--- config.mk ---
export PLATFORM = sky130hd
export DESIGN_NAME = sn_quality_det
export DESIGN_NICKNAME = d
export VERILOG_FILES = /design/src/rtl/sn_quality_pkg.sv /design/src/rtl/sn_phase_window.sv /design/src/rtl/sn_run_filter.sv /design/src/rtl/sn_quality_det.sv
export SDC_FILE = /design/constraint.sdc
export NUM_CORES = 1
export LEC_CHECK = 0
export ABC_CLOCK_PERIOD_IN_PS = 1300
export BUFFER_PORTS_ARGS = -buffer_cell sky130_fd_sc_hd__buf_2
export CORE_AREA = 2 2 39 41
export CTS_CLUSTER_DIAMETER = 120
export DETAILED_ROUTE_END_ITERATION = 10
export DIE_AREA = 0 0 41 43
export HOLD_SLACK_MARGIN = 0.03
export PLACE_DENSITY_LB_ADDON = 0.08
export SLEW_MARGIN = 40
export SYNTH_ARGS = -nofsm -noshare
export SYNTH_HDL_FRONTEND = slang
export SYNTH_SLANG_ARGS = --single-unit
--- constraint.sdc ---
create_clock -name clk -period 1.3 [get_ports clk]
set_input_delay 0.26 -clock clk [delete_from_list [all_inputs] [get_ports clk]]
set_output_delay 0.26 -clock clk [all_outputs]
set_load 0.05 [all_outputs]
--- src/rtl/sn_quality_pkg.sv ---
// Package: shared types for the zero-crossing timing quality detector.
// Assumes nothing beyond standard SystemVerilog.
package sn_quality_pkg;

    // Verdict on a single crossing.
    typedef enum logic {
        XING_BAD  = 1'b0,
        XING_GOOD = 1'b1
    } xing_class_e;

endpackage

--- src/rtl/sn_phase_window.sv ---
// Module: sn_phase_window
// Purpose: grades one crossing by its phase distance from the expected phase.
// The difference is taken modulo 2^PHASE_W and read as two's complement. A
// crossing is GOOD when the magnitude of that difference is at most TOL.
// Assumes: TOL < 2^(PHASE_W-1), and EXP_PHASE is in 0 .. 2^PHASE_W-1.
// The logic is purely combinational.
module sn_phase_window
    import sn_quality_pkg::*;
#(
    parameter int PHASE_W   = 7,
    parameter int EXP_PHASE = 0,
    parameter int TOL       = 16
) (
    input  logic [PHASE_W-1:0] phase_i,
    output logic [PHASE_W-1:0] abs_err_o,
    output xing_class_e        cls_o
);

    localparam logic [PHASE_W-1:0] EXP_L = PHASE_W'(EXP_PHASE);
    localparam logic [PHASE_W-1:0] TOL_L = PHASE_W'(TOL);

    logic [PHASE_W-1:0] diff;

    // Difference against the expected phase, then its magnitude.
    always_comb begin
        diff      = phase_i - EXP_L;
        abs_err_o = diff[PHASE_W-1] ? (~diff + 1'b1) : diff;
    end

    // Compare the magnitude with the tolerance window.
    always_comb begin
        cls_o = (abs_err_o <= TOL_L) ? XING_GOOD : XING_BAD;
    end

endmodule

--- src/rtl/sn_run_filter.sv ---
// Module: sn_run_filter
// Purpose: turns per-crossing verdicts into the quality level. A BAD verdict
// pulls the level low. GOOD_RUN consecutive GOOD verdicts raise it again.
// Hold mode forces the level low and clears the run.
// Assumes: GOOD_RUN >= 1, and at most one strobe per clock cycle.
module sn_run_filter
    import sn_quality_pkg::*;
#(
    parameter int GOOD_RUN = 2
) (
    input  logic        clk,
    input  logic        rst_n,
    input  logic        hold_i,
    input  logic        stb_i,
    input  xing_class_e cls_i,
    output logic        level_o
);

    localparam int              CNT_W = $clog2(GOOD_RUN + 1);
    localparam logic [CNT_W-1:0] RUN_L = CNT_W'(GOOD_RUN);

    logic [CNT_W-1:0] run_cnt;
    logic [CNT_W-1:0] run_inc;

    // Next run length on a GOOD crossing, saturating at the target.
    always_comb begin
        run_inc = (run_cnt == RUN_L) ? run_cnt : run_cnt + 1'b1;
    end

    // Run counter and output level register.
    always_ff @(posedge clk) begin
        if (!rst_n || hold_i) begin
            run_cnt <= '0;
            level_o <= 1'b0;
        end else if (stb_i) begin
            if (cls_i == XING_GOOD) begin
                run_cnt <= run_inc;
                level_o <= (run_inc == RUN_L);
            end else begin
                run_cnt <= '0;
                level_o <= 1'b0;
            end
        end
    end

endmodule

--- src/rtl/sn_quality_det.sv ---
// Module: sn_quality_det (top)
// Purpose: zero-crossing timing quality detector. It grades each crossing
// against the phase the recovery loop expects and drives a pulse-density
// quality level.
// Assumes: xing_phase_i is valid in any cycle where xing_stb_i is high, and
// all inputs are synchronous to clk.
module sn_quality_det
    import sn_quality_pkg::*;
#(
    parameter int PHASE_W   = 7,
    parameter int EXP_PHASE = 0,
    parameter int TOL       = 16,
    parameter int GOOD_RUN  = 2
) (
    input  logic               clk,
    input  logic               rst_n,
    input  logic               xing_stb_i,
    input  logic [PHASE_W-1:0] xing_phase_i,
    input  logic               loop_hold_i,
    output logic               quality_o
);

    xing_class_e        xing_cls;
    logic [PHASE_W-1:0] xing_abs_err;

    // Combinational grading of the current crossing.
    sn_phase_window #(
        .PHASE_W  (PHASE_W),
        .EXP_PHASE(EXP_PHASE),
        .TOL      (TOL)
    ) win_i (
        .phase_i  (xing_phase_i),
        .abs_err_o(xing_abs_err),
        .cls_o    (xing_cls)
    );

    // Registered run tracking and output level.
    sn_run_filter #(
        .GOOD_RUN(GOOD_RUN)
    ) run_i (
        .clk    (clk),
        .rst_n  (rst_n),
        .hold_i (loop_hold_i),
        .stb_i  (xing_stb_i),
        .cls_i  (xing_cls),
        .level_o(quality_o)
    );

endmodule

Word level (Yosys, flattened, before mapping). Index checks and enable logic that the tools add are counted.

Add/sub/neg operators: 2. Order comparisons: 1. Eq/ne operators: 2. Multiplexer cells: 5. Bitwise logic cells: 1. Reductions and logical operators: 2.

Operators with widths (number): 7-bit by 1-bit adder with 7-bit output, second input constant (1); 7-bit by 5-bit less-or-equal comparator with 1-bit output, second input constant (1); 7-bit 2-to-1 mux (1); 7-bit inverter (1); 2-bit equality test, second input constant (2); 2-bit 2-to-1 mux (2); 2-bit by 1-bit adder with 2-bit output, second input constant (1); 1-bit 2-to-1 mux (2); 1-bit logical NOT (1); 1-bit logical OR (1).

Register bits: 3. Input port bits: 11. Word-level logic and storage cells: 15.

Logic depth before layout (Yosys ltp). Gate-level depths: netlist (run 1).

Depth after elaboration: 6. Gate-level depth with buffers: 4. Gate-level depth less buffers: 4.

Cells and area by module. A second synthesis (run 1) with hierarchy kept.

Cell total of the unflattened synthesis: 39. Area, all modules: 314.1 sq um.

By module, submodules not included: sn_phase_window (instances 1, cells each 27, area each 210.2 sq um, seq. area each 0.0 sq um); sn_run_filter (instances 1, cells each 12, area each 103.8 sq um, seq. area each 40.0 sq um).

Least setup slack after synthesis (run 1). Ideal clock, no wire load.

Path kind: reg2reg. From: register run_i.run_cnt[1]. To: register run_i.run_cnt[1]. Data arrival time: 1127 ps. Setup slack: 42 ps. Stages on the path, launching flop included: 5. Path buffers: 0. Period minus slack after synthesis: 1258 ps. Cell sequence: dfxtp_1 > inv_1 > ha_1 > nand3_1 > o32ai_1.

Word-level cells in the longest chain between the ends: 3.

Ends and longest elaborated chain: start: declaration (line sn_run_filter.sv:22) `logic [CNT_W-1:0] run_cnt;`; start signal: assignment (line sn_run_filter.sv:37) `run_cnt <= run_inc;`; 2-bit by 1-bit adder with 2-bit output or 2-bit equality test (tied branches) (line sn_run_filter.sv:27) `run_inc = (run_cnt == RUN_L) ? run_cnt : run_cnt + 1'b1;`; 2-bit 2-to-1 mux (*) (line sn_run_filter.sv:27); 2-bit 2-to-1 mux (*) (line sn_run_filter.sv:36) `if (cls_i == XING_GOOD) begin`.

Every way passes the cells marked *; elsewhere a longest branch is shown, timed or not. A chain may end at the register's enable or synchronous reset.

Final worst setup path (run 1).
From: input xing_phase_i[2]. To: register run_i.run_cnt[1].

Word-level cells in the longest chain between the ends: 6.

Ends and longest elaborated chain: start: declaration (line sn_quality_det.sv:18) `input logic [PHASE_W-1:0] xing_phase_i,`; 7-bit inverter (line sn_phase_window.sv:27) `abs_err_o = diff[PHASE_W-1] ? (~diff + 1'b1) : diff;`; 7-bit by 1-bit adder with 7-bit output (line sn_phase_window.sv:27); 7-bit 2-to-1 mux (*) (line sn_phase_window.sv:27); 7-bit by 5-bit less-or-equal comparator with 1-bit output (*) (line sn_phase_window.sv:32) `cls_o = (abs_err_o <= TOL_L) ? XING_GOOD : XING_BAD;`; 1-bit 2-to-1 mux (*) (line sn_phase_window.sv:32); 2-bit 2-to-1 mux (*) (line sn_run_filter.sv:36).

Marks and branches as above.

==> run summary, run 1 <==
In this run the worst path has a maximum fanout of 2. The final worst hold slack was 0.2780 ns. For the count of max-cap constraint violations, the log shows 0. The flow ran to the end, and the final reports show no timing, DRC or antenna violations.

After detailed placement, the total cell area comes to 216.5 sq um. Between clock sinks in the finished design, the worst skew comes to 0.001109 ns. The floorplan step defined a die boundary enclosing 1763 sq um. The final worst-path cycle share came out at 0.8233.

The gate count of the mapped netlist was 16. STA classifies the critical path endpoint as a flip-flop. Across all layers, the routed design uses 177 vias.

The logs give 1.20 ns for the endpoint arrival time on the critical path and 934.4 MHz for the maximum operating frequency. Sink count of the clock tree: 2. The total half-perimeter wirelength after legalization and detailed placement was 298.1 um; the total global routing track utilization was 0.04905. The die boundary height was 43 um; the accumulated negative setup slack was 0 ns.

After routing the design area is 239.0 sq um. More flip-flops sit in one register than any other, and that register is run_i.run_cnt. The flip-flop count of the largest register, all copies and words added is 2. The ratio of cells with drive above 1 in the final layout is 0.5161, and the switching power is 52.08 uW. The run gives 355 um as the total routed wirelength.

In this run the tool buffered the top-level ports with 11 buffer cells. In the final routed layout, each cell accounts on average for 7.553 um. After the first detailed-routing iteration, the DRC count stood at 2. The repair_antennas step left the layout with diodes totalling 0.

In this run the core area contains 14 standard-cell rows. The tools report the number of antenna violations at the first check in global routing as 0. After detailed placement, the design holds a cell count of 44. After detailed routing, the wire length on met1 is 120 um. The share of power burned in registers is 0.267, and the number of register bits inferred by synthesis is 2.

A synthesized cell averages 8.367 sq um. Setup repair after global routing left no endpoint under its margin. The library cells used most frequently in the layout, excluding fill and tap cells, are 11 x sky130_fd_sc_hd__buf_2, 3 x sky130_fd_sc_hd__clkbuf_4. At the later pin of the worst-skew pair, clock insertion delay measures 0.23 ns. The number of global-route vias before repair was 173. The first global-routing pass estimated 517 um of wire.

The combined area of all synthesized cells was 133.9 sq um. The switching fraction of total power came out at 0.2215. The proportion of power drawn by the clock network came out at 0.601. The clock tree root driver cell is sky130_fd_sc_hd__clkbuf_4.

The required time at the worst-slack endpoint came out at 1.43 ns. The number of iterations in the first detailed-routing pass was 4; the maximum level of the CTS H-tree was 1. The tools report the max-slew violation count as 0. Clock-pin slew was measured on the worst setup and hold paths at 0.03 ns.

After detailed routing, the met2 layer carries 191 um of wire. Dividing total power by cell area gives a power density of 984.0 nW/um^2. The count of hold-fix buffers inserted at cts is 0. After clock tree synthesis, the setup repair step added 0 buffers.

For the finished layout, the period the worst path requires is 1.070 ns. The initial standard-cell utilization of the core came out at 0.09674. The tools report the count of different cell masters after synthesis as 11. The logs give 12 for the number of placed I/O pins and 183.1 uW for the internal power of the cells.

Most common library cell in the layout ignoring fill and taps: sky130_fd_sc_hd__buf_2. Across the VDD grid, the largest voltage drop is 0.0001602 V. TritonCTS built the clock tree. The tools report the number of warning messages in the yosys log as 0.

The highest layer touched by signal routing is met3. The per-cell via count in the routed design works out to 3.766. For this run, design rule violations remaining after detail routing come to 0. The largest net degree at the start of global routing came out at 5. For the share of synthesized area occupied by flip-flops and latches, the log shows 0.2991.

The setup path with the least slack is of type input pin to flip-flop. In this run the deepest clock path goes through 2 buffers. The worst hold path belongs to the class input pin to flip-flop. The run gives 0 as the count of antenna-violating nets left after detailed routing. At the pin with the least slew margin, the transition time is 0.2521 ns. For this run, the number of standard cells in the final layout without fillers is 47.

The total nets after synthesis is 28, and the number of nets in the finished design is 45. STA classifies the critical path startpoint as an input pin. The tools report the total of endpoints with negative setup slack in the final report as 0.

The core region is 1384 sq um. Synthesis-to-finish area growth: 78.51%. The width of the die is 41 um, and the combinational group share of total power is 0.132. For the utilization of the core after routing, the log shows 0.1727. For this design the static power due to leakage is 0.1043 nW. Once the clock tree was built, the resizer swapped 0 gates to a different size. The congestion estimate from routability-driven global placement came to 0.5350.

The logs give 0.8306 for the tightest slew margin relative to the limit and 0 for the final hold violation count. The number of clock buffers inserted by TritonCTS is 3. The largest registers in the layout are run_i.run_cnt (2). Wire segments on met3 add up to 44 um in the final route. After global routing the overflow that remains totals 0.
synthesized netlist by cell type:
cell type	instances	share of area
sky130_fd_sc_hd__and3_1	1	0.047
sky130_fd_sc_hd__inv_1	2	0.056
sky130_fd_sc_hd__or4_1	1	0.056
sky130_fd_sc_hd__ha_1	1	0.093
sky130_fd_sc_hd__nor3_2	1	0.075
sky130_fd_sc_hd__nor3_1	2	0.075
sky130_fd_sc_hd__nand2b_1	1	0.047
sky130_fd_sc_hd__nor2b_1	1	0.047
sky130_fd_sc_hd__dfxtp_1	2	0.30
sky130_fd_sc_hd__nand3_1	2	0.075
sky130_fd_sc_hd__o32ai_1	2	0.13
path summary, 6_finish.rpt:
check	startpoint	endpoint	slack [ns]	cells past startpoint
setup / recovery	xing_phase_i[2]	run_i.run_cnt[1]	0.23	5
hold reg to reg	run_i.run_cnt[0]	run_i.run_cnt[0]	0.49	2
hold / removal	xing_stb_i	run_i.run_cnt[0]	0.28	2
setup reg to reg	run_i.run_cnt[1]	run_i.run_cnt[1]	0.40	4
final cells by class:
class | instances | area [sq um]
fillers | 174 | 1145
clock buffers | 3 | 22.52
repair buffers | 12 | 62.56
multi-input cells | 12 | 86.33
inverters | 2 | 7.507
well taps | 16 | 20.02
flip-flops and latches | 2 | 40.04
critical path: stages:
cell	delay [ns]
sky130_fd_sc_hd__buf_2	0.09
sky130_fd_sc_hd__or4_1	0.53
sky130_fd_sc_hd__nor3_2	0.11
sky130_fd_sc_hd__nor3_1	0.08
sky130_fd_sc_hd__o32ai_1	0.12
power groups by stage:
| stage | Clock, mW | Combinational (mW) | Sequential (mW) |
|---|---|---|---|
| after detailed placement | 0 | 0.0315 | 0.0636 |
| after floorplan | 0 | 0.00986 | 0.0638 |
| after global placement | 0 | 0.0311 | 0.0636 |
| after CTS | 0.151 | 0.0315 | 0.0628 |
| after global routing | 0.155 | 0.0340 | 0.0628 |
| final | 0.141 | 0.0311 | 0.0628 |
metrics by stage:
| step | power, mW | worst slack [ns] |
|---|---|---|
| 2_1_floorplan | 0.07364 | 0.04165 |
| 3_3_place_gp | 0.09467 | -0.01536 |
| 3_5_place_dp | 0.09511 | -0.02215 |
| 4_1_cts | 0.2450 | 0.2178 |
| 5_1_grt | 0.2513 | 0.1831 |
| 6_report | 0.2351 | 0.2298 |
per-layer routing:
metal	track usage	up-vias
met5	0	-
met4	0.08000	0
met3	0.02094	0
met2	0.07500	13
met1	0.02866	73
li1	-	91
kinds of logic after synthesis:
logic type / Yosys count / synth area share
compound gates: 2 / 0.1309
fa+ha+maj: 1 / 0.09344
buf+inv: 2 / 0.05610
flops: 2 / 0.2991
simple gates: 9 / 0.4207
Power figures use the tool's default switching activity.
==> run 2, diff against run 1 <==
Settings changed: ABC_AREA set to 1, ABC_CLOCK_PERIOD_IN_PS 1300 to 900.
Clock period 1.3 ns to 0.9 ns, I/O delays scaled along.
==> run summary, run 2 <==
The logs give 9 (-2) for the count of different cell masters after synthesis and 14 (unchanged) for the row count. The logs give 212.7 sq um (-1.7%) for the cell area after placement and 0.72 ns (-0.48 ns) for the endpoint arrival time on the critical path. The logs give 133.9 sq um (unchanged) for the combined area of all synthesized cells and 0.1566 ns (-0.1213 ns) for the final worst hold slack.

The width of the die was 41 um (unchanged). Traced cell by cell, the critical path runs through buf_8. The required time at the worst-slack endpoint is 0.72 ns (-0.71 ns). The logs give 3 (+1) for the DRC marker count from the first detailed-route iteration and 1384 sq um (unchanged) for the standard cell core area.

The worst-path maximum fanout is 3 (+1). The flow ran to the end, but the final reports show violations. The number of iterations in the first detailed-routing pass is 4 (unchanged). The top cell types in the final layout, fill and taps aside, are 10 x sky130_fd_sc_hd__buf_2, 6 x sky130_fd_sc_hd__nand2_1, 3 x sky130_fd_sc_hd__nor2_1, 3 x sky130_fd_sc_hd__clkbuf_4. The via count came out at 167 (-5.6%).

The die boundary height was 43 um (unchanged). By count the netlist is led by 6 x sky130_fd_sc_hd__nand2_1, 3 x sky130_fd_sc_hd__inv_1, 3 x sky130_fd_sc_hd__nor2_1. The per-cell via count in the routed design works out to 3.212 (-15%). The synthesized design spends more area on one cell type than any other, namely sky130_fd_sc_hd__dfxtp_1. The total global routing track utilization is 0.05005 (+0.001001), and the final routed wire length divided by cell count is 6.731 um (-11%). The final worst-path cycle share is 1.000.

The register-to-register path setup slack was 0.02 ns (-0.38 ns). The transition at the pin with the smallest max-transition slack came out at 0.1449 ns (-0.1072 ns). The tools report the count of antenna-violating nets left after detailed routing as 0 (unchanged). The total nets after synthesis came out at 33 (+18%). The tools report the final setup skew as 0.008618 ns (+0.007509 ns).

The logs give 0 (unchanged) for the remaining routing DRC violations and 372.2 uW (+58%) for the total power. The cell count after placement is 48 (+9.1%). The accumulated negative setup slack was -0.0001553 ns (-0.0001553 ns); the ratio of cells with drive above 1 in the final layout was 0.5000 (-0.01613).

In this run the critical register-to-register path is launched from run_i.run_cnt[1]. The tools report the final hold violation count as 0 (unchanged). The tools report the number of standard cells in the layout, taps in and fillers out as 52 (+11%). Insertion delay to the later sink of the worst-skew pair: 0.23 ns (about the same). For the total die area, the log shows 1763 sq um (unchanged).

The reg-to-reg endpoint was run_i.run_cnt[1]. The element type at the critical path start was a flip-flop. The sink count of the clock tree is 2 (unchanged). The clock tree root driver cell is sky130_fd_sc_hd__clkbuf_4. The number of cells on the worst reg-to-reg path came out at 4 (unchanged).

The antenna cell count was 0 (unchanged); the count of max-cap constraint violations was 0 (unchanged). The total half-perimeter wirelength after legalization and detailed placement came out at 311.6 um (+4.5%). STA classifies the critical path endpoint as an output port. The clock-pin slew of the registers on the worst-case setup and hold paths was 0.03 ns (about the same); the path length in cells of the critical path was 1 (-4).

For the utilization of the core after routing, the log shows 0.1890 (+0.01628). The count of port buffers added during placement is 11 (unchanged), and the total routed wirelength is 350 um (-1.4%). For the residual overflow from global routing, the log shows 0 (unchanged). Total of endpoints with negative setup slack in the final report: 1 (+1). The run gives 0.0002762 V (+72%) as the maximum resistive drop on vdd. Dominant synthesized flop cell: sky130_fd_sc_hd__dfxtp_1.

The largest stage delay on the critical path works out to 0.35 ns (-0.18 ns). The library cell used most frequently in the layout, excluding fill and tap cells, is sky130_fd_sc_hd__buf_2. For the gate count of the mapped netlist, the log shows 21 (+5).

For the max-slew violation count, the log shows 0 (unchanged). The number of synthesized flops with an enable pin is 0 (unchanged). The run gives 3 (unchanged) as the number of clock buffers inserted by TritonCTS. Broken down by cell family, the worst path's largest delay share belongs to flip-flops. The tools report the number of antenna violations at the first check in global routing as 0 (unchanged). The power density normalized to cell area works out to 1423 nW/um^2 (+45%).

The logs give 0.2991 (unchanged) for the share of synthesized area occupied by flip-flops and latches and 0 (unchanged) for the number of setup buffers added after CTS. The count of hold-fix buffers inserted at cts is 0 (unchanged). The flip-flop count of the largest register, all copies and words added was 2 (unchanged); the leakage power summed over all cells was 0.1220 nW (+17%).

By area the synthesized netlist is led by sky130_fd_sc_hd__dfxtp_1 30%, sky130_fd_sc_hd__nand2_1 17%, sky130_fd_sc_hd__ha_1 9.3%, sky130_fd_sc_hd__inv_1 8.4%, sky130_fd_sc_hd__nor2_1 8.4%. The largest registers in the layout are run_i.run_cnt (2). The final critical-path setup slack came out at -0.0001553 ns (-0.2299 ns). The critical path starts at run_i.run_cnt[1]. The class of the tightest hold or removal check is input pin to flip-flop. The maximum operating frequency came out at 1111 MHz. The synthesized area per cell came out at 6.375 sq um (-24%). TritonCTS built the clock tree. The post-place setup slack is 0.03147 ns (+0.05361 ns). For the number of buffers between clock root and the deepest sink, the log shows 2 (unchanged). For the largest net degree at the start of global routing, the log shows 5 (unchanged). The run gives 12 (unchanged) as the number of placed I/O pins.

Setup repair after global routing could not meet its margin everywhere. Number of warning messages in the yosys log: 0 (unchanged). The tools report the number of global-route vias before repair as 187 (+8.1%). Tightest slew margin relative to the limit: 0.9024 (+0.07173).

Counting flops per register, the top entry is run_i.run_cnt. The wire length of the first global-routing pass was 558 um (+7.9%). The cell with the largest stage delay on the worst path was sky130_fd_sc_hd__dfxtp_4. The initial standard-cell utilization of the core was 0.09674 (unchanged); the synthesis-to-finish area growth was 95.33%. The number of register bits inferred by synthesis works out to 2 (unchanged). The share of the synthesized area in the top cell type works out to 0.2991 (unchanged).

sky130_fd_sc_hd__nand2_1 is the most common cell in the netlist. The critical path capture point was quality_o. The critical path class is flip-flop to output port. The final weighted congestion of routability-driven global placement came out at 0.5501 (+2.8%). The logs give 1 (unchanged) for the maximum level of the CTS H-tree and 261.5 sq um (+9.4%) for the final instance area. Clock period minus final worst setup slack: 0.9002 ns. Total buffers and inverters traversed by the critical path: 1 (unchanged). Number of nets in the finished design: 49 (+8.9%). The checks that failed: setup timing. The proportion of register bits with asynchronous set or reset after synthesis was 0 (unchanged).
## run 2: cell count changes in the layout (fill, tap and decap cells not counted), moves of 2 or more
| cell | previous run | this run |
|---|---|---|
| sky130_fd_sc_hd__nor2_1 | 0 | 3 |
| sky130_fd_sc_hd__nand2_1 | 0 | 6 |
| sky130_fd_sc_hd__o32ai_1 | 2 | 0 |
| sky130_fd_sc_hd__nor3_1 | 2 | 0 |
| sky130_fd_sc_hd__o21ai_0 | 0 | 2 |
| sky130_fd_sc_hd__a21oi_1 | 0 | 2 |
## run 2: layer usage
metal	vias up	routed length, um	track usage	share of wire
li1	95	-	-	-
met1	71	104	0.03185	0.30
met2	1	240	0.08750	0.69
met3	0	5	0	0.014
met4	0	0	0.08000	0
met5	-	0	0	0
## run 2: how the worst min path moves through the flow
stage / from / slack, ns / endpoint / depth (start not counted)
6_report: xing_stb_i / 0.16 / run_i.run_cnt[1] / 2
5_1_grt: xing_stb_i / 0.15 / run_i.run_cnt[1] / 2
4_1_cts: xing_stb_i / 0.15 / run_i.run_cnt[1] / 2
3_5_place_dp: xing_stb_i / 0.40 / run_i.run_cnt[1] / 2
3_3_place_gp: xing_stb_i / 0.39 / run_i.run_cnt[1] / 2
2_1_floorplan: xing_stb_i / 0.26 / run_i.run_cnt[1] / 1
## run 2: area by class of cell
class                      instances  area [sq um]
clock buffer                       4         26.28
fill                             166          1122
inverter                           3         11.26
multi-input combinational         16         95.09
sequential                         2         43.79
tap                               16         20.02
timing repair buffer              11         65.06
## run 2: what timing repair did
action / in CTS / in global routing
resized for setup: 3 / 1
cloned: 0 / 0
setup endpoints to repair: 1 / 2
pin swaps: 0 / 2
## run 2: cell families after synthesis
kind of cell | Yosys count | share of synthesized area
AO/OA/AOI/OAI | 4 | 0.1495
adder cells (fa/ha/maj) | 1 | 0.09344
buffers and inverters | 3 | 0.08411
flip-flops | 2 | 0.2991
AND/OR/NAND/NOR | 11 | 0.3738
## run 2: where the power goes
| group | switching (mW) | total [mW] | internal (mW) |
|---|---|---|---|
| clock network | 0.0531 | 0.218 | 0.165 |
| logic | 0.0298 | 0.0615 | 0.0316 |
| registers | 0.00236 | 0.0930 | 0.0906 |
## run 2: worst reg2reg max path, stage by stage (launching register included)
cell                      delay, ns
sky130_fd_sc_hd__dfxtp_4       0.35
sky130_fd_sc_hd__inv_2         0.04
sky130_fd_sc_hd__ha_4          0.24
sky130_fd_sc_hd__nand2_1       0.04
sky130_fd_sc_hd__a21oi_1       0.13
